### src/rtl/mpm_pkg.sv
package mpm_pkg;
  localparam int REG_W         = 8;
  localparam int SAVER_BIT     = 3;
  localparam int TURBO_OFF_BIT = 4;
  localparam int N_ARRAYS      = 2;  // 0: program array, 1: data RAM
  localparam int ARR_PROG      = 0;
  localparam int ARR_RAM       = 1;
endpackage

### src/rtl/mpm_regs.sv
module mpm_regs
  import mpm_pkg::*;
#(
  parameter int ADDR_W = 2
) (
  input  logic              clk,
  input  logic              rst_n,
  input  logic              wr_en,
  input  logic [ADDR_W-1:0] reg_addr,
  input  logic [REG_W-1:0]  wr_data,
  output logic [REG_W-1:0]  rd_data,
  output logic              saver_q,
  output logic              turbo_off_q
);
  logic hit0;
  assign hit0 = (reg_addr == '0);

  always_ff @(posedge clk) begin
    if (!rst_n) begin
      saver_q     <= 1'b0;
      turbo_off_q <= 1'b0;
    end else if (wr_en && hit0) begin
      saver_q     <= wr_data[SAVER_BIT];
      turbo_off_q <= wr_data[TURBO_OFF_BIT];
    end
  end

  always_comb begin
    rd_data = '0;
    if (hit0) begin
      rd_data[SAVER_BIT]     = saver_q;
      rd_data[TURBO_OFF_BIT] = turbo_off_q;
    end
  end
endmodule

### src/rtl/mpm_half_sel.sv
module mpm_half_sel (
  input  logic active,
  input  logic split,
  input  logic a0,
  output logic en_even,
  output logic en_odd
);
  assign en_even = active && (!split || !a0);
  assign en_odd  = active && (!split ||  a0);
endmodule

### src/rtl/mpm_idle_timer.sv
module mpm_idle_timer #(
  parameter int LA_W     = 4,
  parameter int IDLE_CYC = 18
) (
  input  logic            clk,
  input  logic            rst_n,
  input  logic            enable,
  input  logic [LA_W-1:0] la_in,
  output logic            sleep
);
  localparam int CNT_W = $clog2(IDLE_CYC + 1);
  localparam logic [CNT_W-1:0] CNT_MAX = CNT_W'(IDLE_CYC);

  logic [LA_W-1:0]  prev_q;
  logic [CNT_W-1:0] cnt_q;
  logic             moved;

  assign moved = (la_in != prev_q);

  always_ff @(posedge clk) begin
    if (!rst_n) begin
      prev_q <= '0;
      cnt_q  <= '0;
    end else begin
      prev_q <= la_in;
      if (moved)                cnt_q <= '0;
      else if (cnt_q != CNT_MAX) cnt_q <= cnt_q + 1'b1;
    end
  end

  assign sleep = enable && !moved && (cnt_q == CNT_MAX);
endmodule

### src/rtl/mpm_ctrl.sv
module mpm_ctrl
  import mpm_pkg::*;
#(
  parameter int LA_W    = 4,
  parameter int ADDR_W  = 2,
  parameter int CLK_PS  = 4000,
  parameter int IDLE_PS = 70000
) (
  input  logic              clk,
  input  logic              rst_n,
  input  logic              wr_en,
  input  logic [ADDR_W-1:0] reg_addr,
  input  logic [7:0]        wr_data,
  output logic [7:0]        rd_data,
  input  logic              cs_n,
  input  logic              prog_hit,
  input  logic              ram_hit,
  input  logic              bus8,
  input  logic              a0,
  input  logic [LA_W-1:0]   la_in,
  output logic              prog_en_even,
  output logic              prog_en_odd,
  output logic              ram_en_even,
  output logic              ram_en_odd,
  output logic              la_sleep
);
  localparam int IDLE_CYC = (IDLE_PS + CLK_PS - 1) / CLK_PS;

  logic saver_q, turbo_off_q, split;
  logic [N_ARRAYS-1:0] act, en_e, en_o;

  mpm_regs #(.ADDR_W(ADDR_W)) u_regs (
    .clk(clk), .rst_n(rst_n), .wr_en(wr_en), .reg_addr(reg_addr),
    .wr_data(wr_data), .rd_data(rd_data),
    .saver_q(saver_q), .turbo_off_q(turbo_off_q)
  );

  // Chip-select overrides everything; the saver bit gates program on its decode.
  assign act[ARR_PROG] = !cs_n && (!saver_q || prog_hit);
  assign act[ARR_RAM]  = !cs_n && ram_hit;
  assign split         = bus8 && saver_q;

  for (genvar g = 0; g < N_ARRAYS; g++) begin : g_half
    mpm_half_sel u_sel (
      .active(act[g]), .split(split), .a0(a0),
      .en_even(en_e[g]), .en_odd(en_o[g])
    );
  end

  assign prog_en_even = en_e[ARR_PROG];
  assign prog_en_odd  = en_o[ARR_PROG];
  assign ram_en_even  = en_e[ARR_RAM];
  assign ram_en_odd   = en_o[ARR_RAM];

  mpm_idle_timer #(.LA_W(LA_W), .IDLE_CYC(IDLE_CYC)) u_idle (
    .clk(clk), .rst_n(rst_n), .enable(turbo_off_q), .la_in(la_in), .sleep(la_sleep)
  );
endmodule

### config.mk
export PLATFORM = sky130hd
export DESIGN_NAME = mpm_ctrl
export DESIGN_NICKNAME = d
export VERILOG_FILES = /design/src/rtl/mpm_pkg.sv /design/src/rtl/mpm_regs.sv /design/src/rtl/mpm_half_sel.sv /design/src/rtl/mpm_idle_timer.sv /design/src/rtl/mpm_ctrl.sv
export SDC_FILE = /design/constraint.sdc
export NUM_CORES = 1
export LEC_CHECK = 0
export ABC_AREA = 1
export BUFFER_PORTS_ARGS = -buffer_cell sky130_fd_sc_hd__buf_2
export CELL_PAD_IN_SITES_DETAIL_PLACEMENT = 1
export CELL_PAD_IN_SITES_GLOBAL_PLACEMENT = 1
export CORE_MARGIN = 2
export CORE_UTILIZATION = 25
export CTS_CLUSTER_DIAMETER = 80
export DETAILED_ROUTE_END_ITERATION = 8
export GPL_ROUTABILITY_DRIVEN = 0
export PLACE_DENSITY = 0.76
export SLEW_MARGIN = 20
export SYNTH_ARGS = -nofsm -noshare
export SYNTH_HDL_FRONTEND = slang
export SYNTH_SLANG_ARGS = --single-unit
### constraint.sdc
create_clock -name clk -period 0.95 [get_ports clk]
set_input_delay 0.095 -clock clk [delete_from_list [all_inputs] [get_ports clk]]
set_output_delay 0.095 -clock clk [all_outputs]
set_load 0.005 [all_outputs]
==> impl_results.md, run 1 <==
- Hold-fix buffers at CTS: 0
- Netlist cell types: 17
- Post-synthesis cell count: 99
- Die area: 0.002994 mm^2
- Ys Warns: 0
- Static Leak: 0.5222 nW
- Final Net Count: 159
- Area of the multi-input gates: 416.7 um^2
- Cell area after layout: 998.5 um^2
- Max cap viols: 0
- Dpl cells: 152
- Slowest-stage cell, CP: dfxtp_2
- Fin util: 40.67%
- Metal-1 WL: 621 um
- GRT Overall Usage: 12.40%
- Max Buffers Root-to-Sink: 2
- Die extent in x: 54.72 um
- Post-DP HPWL: 1169 um
- Seq/Total Area, Yosys: 34.24%
- Setup CP Type: flop to primary output
- Multiplexer share of the synthesized area: 0%
- Vias in the first global route: 736
- Seq cells post-synth: 11
- Num rows: 18
- CP max FO: 2
- Post-route setup slack: -0.2899 ns
- Grt ovf: 0
- Storage cell area: 236.5 um^2
- CP Data Arrival Time: 1.14 ns
- Prevailing post-synth register cell: dfxtp_1
- Clk slew on worst S/H paths: 0.07 ns
- Antenna violations before repair: 0
- Total negative slack: -1.539 ns
- Reg2Reg Setup Slack: -0.13 ns
- EDFF count, synth: 0
- Routed vias/inst: 4.207
- Req. time, crit path: 0.85 ns
- Uppermost routed layer: met4
- DR WL met3: 30 um
- Worst Reg-to-Reg Cells: 5
- Vias: 690
- Xor/xnor share of the synthesized area: 2.724%
- Crit start category: flop
- Power Dens Cells: 985.1 mW/mm^2
- Sink Count: 11
- Count of pins over their slew limit: 0
- Largest net degree at the start of global routing: 8
- Fmax: 0.8065 GHz
- Die extent in y: 54.72 um
- Hold depth: 3
- Detail Route Antenna Nets: 0
- Worst setup EP type: primary output
- Family with the most delay on the worst path: flip-flops
- 1st-pass router iterations: 4
- Asr flop ratio synth: 0%
- Antenna cells: 0
- Clock Skews: 0.004155 ns
- Minimum clock period: 1.240 ns
- Worst vdd ir: 744.9 uV
- Clock tree from TritonCTS: built
- Setup violations, final: 11
- R2R Path End: u_idle.cnt_q[4]
- Core area: 0.002455 mm^2
- Failing checks: setup timing
- CTS buffer count: 3
- Post-synthesis area per instance: 6.496 um^2
- RSZ-0062 raised after global routing: yes
- Synth Area in Adders: 3.891%
- Clock root buffer: clkbuf_4
- Area contributors post-synth: dfxtp_1, nand2_1, inv_1, buf_4, nor2_1
- Largest family of logic cells by synthesized area: simple AND/OR/NAND/NOR gates
- Complex-gate fraction of the synthesized area: 6.226%
- Port Buffer Count: 22
- H-tree depth: 1
- Total power: 0.9836 mW
- CP peak stage delay: 0.33 ns
- Final Non-Filler Cells: 164
- Fill cells: 332
- Fin. Hold Viols: 0
- Period utilization: 130.5%
- Detailed-route wire length: 1590 um
- HP Class: input port to flop
- Synthesized area: 643.1 um^2
- Critical R2R Launch: u_idle.cnt_q[1]
- Initial DRC count: 10
- Post-synth top cells: nand2_1, inv_1, nor2_1
- Count leader, synth: nand2_1
- DRC: 0
- Share of cells above drive strength 1: 52.24%
- WL/cell: 9.695 um
- Simple-gate share of the synthesized area: 33.07%
- Area grow syn2layout: 55.25%
- Hold Path Origin: la_in[2]
- Cell taking the most area after synthesis: dfxtp_1
- DR WL met2: 927 um
- First-pass GRT wire length: 2677 um
- Num ports: 35
- Worst Hold Endpoint: u_idle.prev_q[2]
- Placed cell area: 809.5 um^2
- Outcome: complete, but fails checks
- Initial Util: 26.20%
- Skew-Pair Late Insertion Delay: 0.26 ns
- Crit-path cells: inv_2 > ha_4 > nand4_1 > nor2_1 > buf_2
- Yosys top cell area share: 34.24%
- Buf/Inv on CP: 2
[worst max path at each step]
stage	start	end	slack (ns)	depth (start not counted)
global placement	u_idle.cnt_q[0]	la_sleep	-0.03	5
detailed placement	u_idle.cnt_q[1]	u_idle.cnt_q[4]	-0.04	4
global route	u_idle.prev_q[3]	la_sleep	-0.39	7
finish	u_idle.cnt_q[0]	la_sleep	-0.29	5
CTS	u_idle.prev_q[0]	la_sleep	-0.28	7
floorplan	u_idle.cnt_q[1]	u_idle.cnt_q[2]	0.02	4
[metal layers]
metal | track usage [%] | vias to the layer above
met2 | 24.40 | 9
li1 | - | 359
met4 | 7.083 | 0
met5 | 0 | -
met3 | 1.913 | 2
met1 | 11.84 | 320
[timing repair]
item	CTS	global route
cloned	0	0
resized for setup	18	20
pin swaps	10	13
endpoints found under the hold margin	0	0
endpoints found under the setup margin	11	12
setup buffers	6	4
[layout by cell type, fill, tap and decap left out, drive strengths merged, types with 3 or more instances in the layout]
master,synthesis,layout
nand4,3,3
nor2,15,15
conb,1,6
nand2,25,25
clkbuf,0,4
nand3,5,5
o21ai,3,3
buf,6,32
inv,21,21
dfxtp,11,11
[area by class of cell]
class                      count  area share, %
timing repair buffer          32          20.05
inverter                      21          8.145
clock buffer                   4          2.632
tap                           30          3.759
multi-input combinational     66          41.73
sequential                    11          23.68
[metrics by stage]
step / setup slack [ns] / hold slack [ns]
CTS: -0.2846 / 0.03040
floorplan: 0.02302 / 0.1885
global route: -0.3881 / 0.04427
finish: -0.2899 / 0.03823
detailed placement: -0.04380 / 0.3137
global placement: -0.03208 / 0.3000
[cell families after synthesis]
family                   after synthesis
flip-flops                            11
AND/OR/NAND/NOR                       49
AO/OA/AOI/OAI                          7
other                                  1
buffers and inverters                 27
XOR/XNOR                               2
adder cells (fa/ha/maj)                2
[registers in the layout (all words and copies together) (netlist names)]
| register | count |
|---|---|
| u_regs.turbo_off_q | 1 |
| u_idle.cnt_q | 5 |
| u_regs.saver_q | 1 |
| u_idle.prev_q | 4 |
[power breakdown]
group | total (mW) | leakage, nW | internal, mW | switching [mW]
Clock | 0.309 | 0.0150 | 0.162 | 0.147
Sequential | 0.487 | 0.0940 | 0.475 | 0.0121
Combinational | 0.187 | 0.413 | 0.0882 | 0.0992
[worst min-delay path: stages]
cell     delay (ns)
buf_2          0.10
nand2_1        0.05
inv_1          0.04
Power figures use the tool's default switching activity.
==> inputs of run 2 (changes only) <==
- PLACE_DENSITY: 0.76 -> unset
- PLACE_DENSITY_LB_ADDON: unset -> 0.1
==> impl_results.md, run 2 (synthesis gave the netlist of run 1 again) <==
- Post-DP HPWL: 1214 um (was 1169 um)
- First-pass GRT wire length: 2656 um (was 2677 um)
- Static Leak: 0.5149 nW (was 0.5222 nW)
- GRT Overall Usage: 13.06% (was 12.40%)
- Metal-1 WL: 671 um (was 621 um)
- Count of pins over their slew limit: 0 (unchanged)
- Period utilization: 127.2% (was 130.5%)
- H-tree depth: 1 (unchanged)
- Clock root buffer: clkbuf_4 (unchanged)
- Worst setup EP type: primary output (unchanged)
- Initial DRC count: 3 (was 10)
- WL/cell: 9.788 um (was 9.695 um)
- Placed cell area: 824.5 um^2 (was 809.5 um^2)
- R2R Path End: u_idle.cnt_q[1] (was u_idle.cnt_q[4])
- Fin. Hold Viols: 0 (unchanged)
- Clk slew on worst S/H paths: 0.07 ns (about the same)
- Clock Skews: 0.002239 ns (was 0.004155 ns)
- CP Data Arrival Time: 1.11 ns (was 1.14 ns)
- Setup violations, final: 11 (unchanged)
- Routed vias/inst: 4.061 (was 4.207)
- Setup CP Type: flop to primary output (unchanged)
- Area of the multi-input gates: 389.1 um^2 (was 416.7 um^2)
- Detail Route Antenna Nets: 0 (unchanged)
- Uppermost routed layer: met4 (unchanged)
- Max Buffers Root-to-Sink: 2 (unchanged)
- Largest net degree at the start of global routing: 8 (unchanged)
- HP Class: input port to flop (unchanged)
- DR WL met2: 856 um (was 927 um)
- Hold-fix buffers at CTS: 0 (unchanged)
- Core area: 0.002455 mm^2 (unchanged)
- Power Dens Cells: 1026 mW/mm^2 (was 985.1 mW/mm^2)
- Antenna cells: 0 (unchanged)
- Clock tree from TritonCTS: built (unchanged)
- Critical R2R Launch: u_idle.cnt_q[0] (was u_idle.cnt_q[1])
- Commonest non-fill, non-tap cell in the layout: nand2_1
- P_int: 0.7230 mW (was 0.7252 mW)
- Fmax: 0.8274 GHz (was 0.8065 GHz)
- Clock share of power: 33.7% (was 31.5%)
- Fill cells: 316 (was 332)
- Area grow syn2layout: 50.97% (was 55.25%)
- Reg power frac: 48.6% (was 49.5%)
- Combinational share of power: 17.7% (was 19.1%)
- Outcome: complete, but fails checks (unchanged)
- Share of cells above drive strength 1: 48.15% (was 52.24%)
- Storage cell area: 235.2 um^2 (was 236.5 um^2)
- Worst Setup EP: la_sleep (unchanged)
- Detailed-route wire length: 1615 um (was 1590 um)
- Skew-Pair Late Insertion Delay: 0.27 ns (was 0.26 ns)
- Initial Util: 26.20% (unchanged)
- Worst vdd ir: 717.9 uV (was 744.9 uV)
- Hold Path Origin: la_in[2] (unchanged)
- Post-route setup slack: -0.2585 ns (was -0.2899 ns)
- Total power: 0.9958 mW (was 0.9836 mW)
- Num ports: 35 (unchanged)
- Die area: 0.002994 mm^2 (unchanged)
- CP max FO: 2 (unchanged)
- Crit start category: flop (unchanged)
- CTS buffer count: 3 (unchanged)
- Sw power: 0.2728 mW (was 0.2584 mW)
- Sink Count: 11 (unchanged)
- Reg2Reg Setup Slack: -0.12 ns (was -0.13 ns)
- Failing checks: setup timing (unchanged)
- Max reg flops: 5 (unchanged)
- Die extent in y: 54.72 um (unchanged)
- Vias: 670 (was 690)
- Final Net Count: 160 (was 159)
- Vias in the first global route: 648 (was 736)
- Max cap viols: 0 (unchanged)
- Req. time, crit path: 0.85 ns (about the same)
- RSZ-0062 raised after global routing: yes (unchanged)
- Port Buffer Count: 22 (unchanged)
- Cell area after layout: 970.9 um^2 (was 998.5 um^2)
- Die extent in x: 54.72 um (unchanged)
- Minimum clock period: 1.209 ns (was 1.240 ns)
- 1st-pass router iterations: 2 (was 4)
- Worst Setup SP: u_idle.prev_q[1] (was u_idle.cnt_q[0])
- Num rows: 18 (unchanged)
- Grt ovf: 0 (unchanged)
- Top reg by flops: u_idle.cnt_q (unchanged)
- Most frequent cells in the layout: nand2_1, buf_2, inv_1 (unchanged)
- Switching Fraction: 27.40% (was 26.28%)
- DR WL met3: 54 um (was 30 um)
- Worst Reg-to-Reg Cells: 8 (was 5)
- Antenna violations before repair: 0 (unchanged)
- Registers with the most flip-flops: u_idle.cnt_q x5, u_idle.prev_q x4 (unchanged)
- DRC: 0 (unchanged)
[run 2: cell count changes in the layout (fill, tap and decap cells not counted), sizes merged]
cell and change:
buf +1
[run 2: layer usage]
| metal | GRT usage (%) | vias to the layer above |
|---|---|---|
| li1 | - | 360 |
| met1 | 13.43 | 294 |
| met2 | 22.82 | 12 |
| met3 | 3.552 | 4 |
| met4 | 8.750 | 0 |
| met5 | 0 | - |
[run 2: worst min-delay path by stage]
stage | endpoint | slack [ns] | cells past startpoint
after detailed placement | u_idle.prev_q[2] | 0.31 | 3
after CTS | u_idle.prev_q[2] | 0.02 | 3
after global routing | u_idle.prev_q[1] | 0.04 | 3
after floorplan | u_idle.prev_q[0] | 0.19 | 2
after global placement | u_idle.prev_q[2] | 0.30 | 3
final | u_idle.prev_q[2] | 0.03 | 3
[run 2: power by group through the flow]
stage	clock (mW)	combinational (mW)	sequential, mW
floorplan	0	0.0916	0.494
global placement	0	0.137	0.495
detailed placement	0	0.141	0.496
CTS	0.355	0.176	0.485
global route	0.361	0.204	0.486
finish	0.336	0.176	0.484
[run 2: cell type report]
cell class | count | area share [%]
clock buffer | 4 | 2.706
tap | 30 | 3.866
multi-input combinational | 66 | 40.08
inverter | 21 | 8.119
sequential | 11 | 24.23
timing repair buffer | 33 | 21.01
[run 2: metrics by stage]
step | std cells | worst slack [ns] | TNS [ns] | hold WS, ns | util, %
after global routing | 165 | -0.3586 | -2.112 | 0.04255 | 39.55
final | 165 | -0.2585 | -1.384 | 0.02612 | 39.55
after floorplan | 104 | 0.02302 | 0 | 0.1885 | -
after global placement | 154 | -0.03528 | -0.1003 | 0.3033 | 33.59
after detailed placement | 154 | -0.04633 | -0.1352 | 0.3123 | 33.59
after CTS | 164 | -0.2867 | -1.497 | 0.01626 | 38.69
[run 2: worst max-delay path: stages (launching register included)]
cell and delay, ns:
dfxtp_2 0.33, inv_1 0.03, nand2_1 0.04, nand2_1 0.06, nor2_2 0.13, nand2_1 0.06
nor2_1 0.08, buf_2 0.12
[run 2: what timing repair did]
| action | 4_1_cts | 5_1_grt |
|---|---|---|
| setup endpoints to repair | 12 | 12 |
| setup buffers | 7 | 3 |
| pin swaps | 10 | 10 |
| resized for setup | 18 | 9 |
==> inputs of run 3 (changes only) <==
==> constraint.sdc (replaced) <==
create_clock -name clk -period 0.95 [get_ports clk]
set_input_delay 0.2375 -clock clk [delete_from_list [all_inputs] [get_ports clk]]
set_output_delay 0.2375 -clock clk [all_outputs]
set_load 0.005 [all_outputs]
==> impl_results.md, run 3 (synthesis gave the netlist of run 1 again) <==
- Commonest non-fill, non-tap cell in the layout: nand2_1 (unchanged)
- Fmax: 0.7272 GHz (was 0.8274 GHz)
- Fin util: 41.18% (was 39.55%)
- Grt ovf: 0 (unchanged)
- Max cap viols: 0 (unchanged)
- Vias: 705 (was 670)
- Die extent in x: 54.72 um (unchanged)
- DRC: 0 (unchanged)
- Die extent in y: 54.72 um (unchanged)
- Clock root buffer: clkbuf_4 (unchanged)
- P_int: 0.7282 mW (was 0.7230 mW)
- WL/cell: 9.710 um (was 9.788 um)
- Static Leak: 0.5373 nW (was 0.5149 nW)
- Hold-fix buffers at CTS: 0 (unchanged)
- Core area: 0.002455 mm^2 (unchanged)
- Minimum clock period: 1.375 ns (was 1.209 ns)
- Slowest-stage cell, CP: dfxtp_2 (unchanged)
- Initial Util: 26.20% (unchanged)
- Power Dens Cells: 985.4 mW/mm^2 (was 1026 mW/mm^2)
- Worst setup EP type: primary output (unchanged)
- Fill cells: 330 (was 316)
- Dpl cells: 161 (was 154)
- CP peak stage delay: 0.34 ns (was 0.33 ns)
- Area of the multi-input gates: 394.1 um^2 (was 389.1 um^2)
- 1st-pass router iterations: 1 (was 2)
- Clock tree from TritonCTS: built (unchanged)
- Share of cells above drive strength 1: 49.64% (was 48.15%)
- Registers with the most flip-flops: u_idle.cnt_q x5, u_idle.prev_q x4 (unchanged)
- First-pass GRT wire length: 2615 um (was 2656 um)
- Post-DP HPWL: 1296 um (was 1214 um)
- Dpl ws: -0.1794 ns (was -0.04633 ns)
- Clock share of power: 32.9% (was 33.7%)
- Clk slew on worst S/H paths: 0.08 ns (was 0.07 ns)
- Reg power frac: 48.8% (was 48.6%)
- Final Non-Filler Cells: 169 (was 165)
- Antenna cells: 0 (unchanged)
- Crit-path cells: inv_2 > ha_4 > nand4_1 > nor2_1 > buf_2 (was inv_1 > nand2_1 > nand2_1 > nor2_2 > nand2_1 > nor2_1 > buf_2)
- Routed vias/inst: 4.172 (was 4.061)
- CTS buffer count: 3 (unchanged)
- Storage cell area: 232.7 um^2 (was 235.2 um^2)
- Cell area after layout: 0.001011 mm^2 (was 970.9 um^2)
- HP Class: input port to flop (unchanged)
- CP Data Arrival Time: 1.14 ns (was 1.11 ns)
- RSZ-0062 raised after global routing: yes (unchanged)
- Switching Fraction: 26.91% (was 27.40%)
- Detail Route Antenna Nets: 0 (unchanged)
- Post-route setup slack: -0.4251 ns (was -0.2585 ns)
- Detailed-route wire length: 1641 um (was 1615 um)
- Placed cell area: 872.1 um^2 (was 824.5 um^2)
- Die area: 0.002994 mm^2 (unchanged)
- Req. time, crit path: 0.71 ns (was 0.85 ns)
- Num ports: 35 (unchanged)
- Top reg by flops: u_idle.cnt_q (unchanged)
- Max reg flops: 5 (unchanged)
- GRT Overall Usage: 12.53% (was 13.06%)
- Antenna violations before repair: 0 (unchanged)
- Failing checks: setup timing (unchanged)
- Largest net degree at the start of global routing: 8 (unchanged)
- Sw power: 0.2681 mW (was 0.2728 mW)
- Max Buffers Root-to-Sink: 2 (unchanged)
- Fin. Hold Viols: 0 (unchanged)
- Setup violations, final: 12 (was 11)
- H-tree depth: 1 (unchanged)
- CP max FO: 4 (was 2)
- Worst vdd ir: 504.0 uV (was 717.9 uV)
- Combinational share of power: 18.3% (was 17.7%)
- Clock Skews: 0.008002 ns (was 0.002239 ns)
- Period utilization: 144.7% (was 127.2%)
- Outcome: complete, but fails checks (unchanged)
- Skew-Pair Late Insertion Delay: 0.27 ns (about the same)
- Final Net Count: 164 (was 160)
- Count of pins over their slew limit: 0 (unchanged)
- Area grow syn2layout: 57.20% (was 50.97%)
- Setup CP Type: flop to primary output (unchanged)
- Initial DRC count: 0 (was 3)
- Port Buffer Count: 22 (unchanged)
- Most frequent cells in the layout: nand2_1, buf_2, inv_1 (unchanged)
- Num rows: 18 (unchanged)
- Crit start category: flop (unchanged)
- Vias in the first global route: 666 (was 648)
- Sink Count: 11 (unchanged)
==> run 3: final timing paths <==
path,start,end,slack (ns),cells past startpoint
min,la_in[3],u_idle.prev_q[3],0.17,3
min reg2reg,u_regs.turbo_off_q,u_regs.turbo_off_q,0.46,2
max reg2reg,u_idle.cnt_q[0],u_idle.cnt_q[2],-0.20,6
max,u_idle.cnt_q[0],la_sleep,-0.43,5
==> run 3: critical path, delay by kind of cell (launching register included) <==
kind | cells | cell delay, ns
and+or+nand+nor | 2 | 0.20
DFF | 1 | 0.34
buffers and inverters | 2 | 0.19
adders and majority gates | 1 | 0.14
==> run 3: area by class of cell <==
cell class,instances,area share (%)
Timing Repair Buffer,37,23.89
Inverter,21,7.797
Tap cell,30,3.713
Multi-Input combinational cell,66,38.99
Sequential cell,11,23.02
Clock buffer,4,2.599
==> run 3: timing repair <==
item | in CTS | in global routing
gates resized for setup | 18 | 10
pin swaps | 6 | 7
buffers inserted | 1 | 3
setup endpoints to repair | 12 | 12
==> run 3: stage by stage <==
stage          hold slack (ns)  total power, mW  TNS (ns)
4_1_cts                 0.1590            1.021    -2.710
6_report                0.1699           0.9962    -2.365
3_3_place_gp            0.4446           0.6488   -0.8711
5_1_grt                 0.1787            1.083    -3.200
2_1_floorplan           0.3310           0.5855  -0.01461
3_5_place_dp            0.4551           0.6549    -1.069
==> run 3: power groups by stage <==
stage | Sequential, mW | Clock, mW | Combinational (mW)
finish | 0.486 | 0.328 | 0.182
global route | 0.488 | 0.386 | 0.209
floorplan | 0.494 | 0 | 0.0913
global placement | 0.495 | 0 | 0.154
CTS | 0.485 | 0.360 | 0.176
detailed placement | 0.496 | 0 | 0.159
==> run 3: per-layer routing <==
metal  share of wire [%]  track usage (%)  wire length [um]
met3                 3.5            2.186                58
met1                  37            12.54               601
met4                 1.5            6.250                25
met5                   0                0                 0
met2                  58            24.21               956
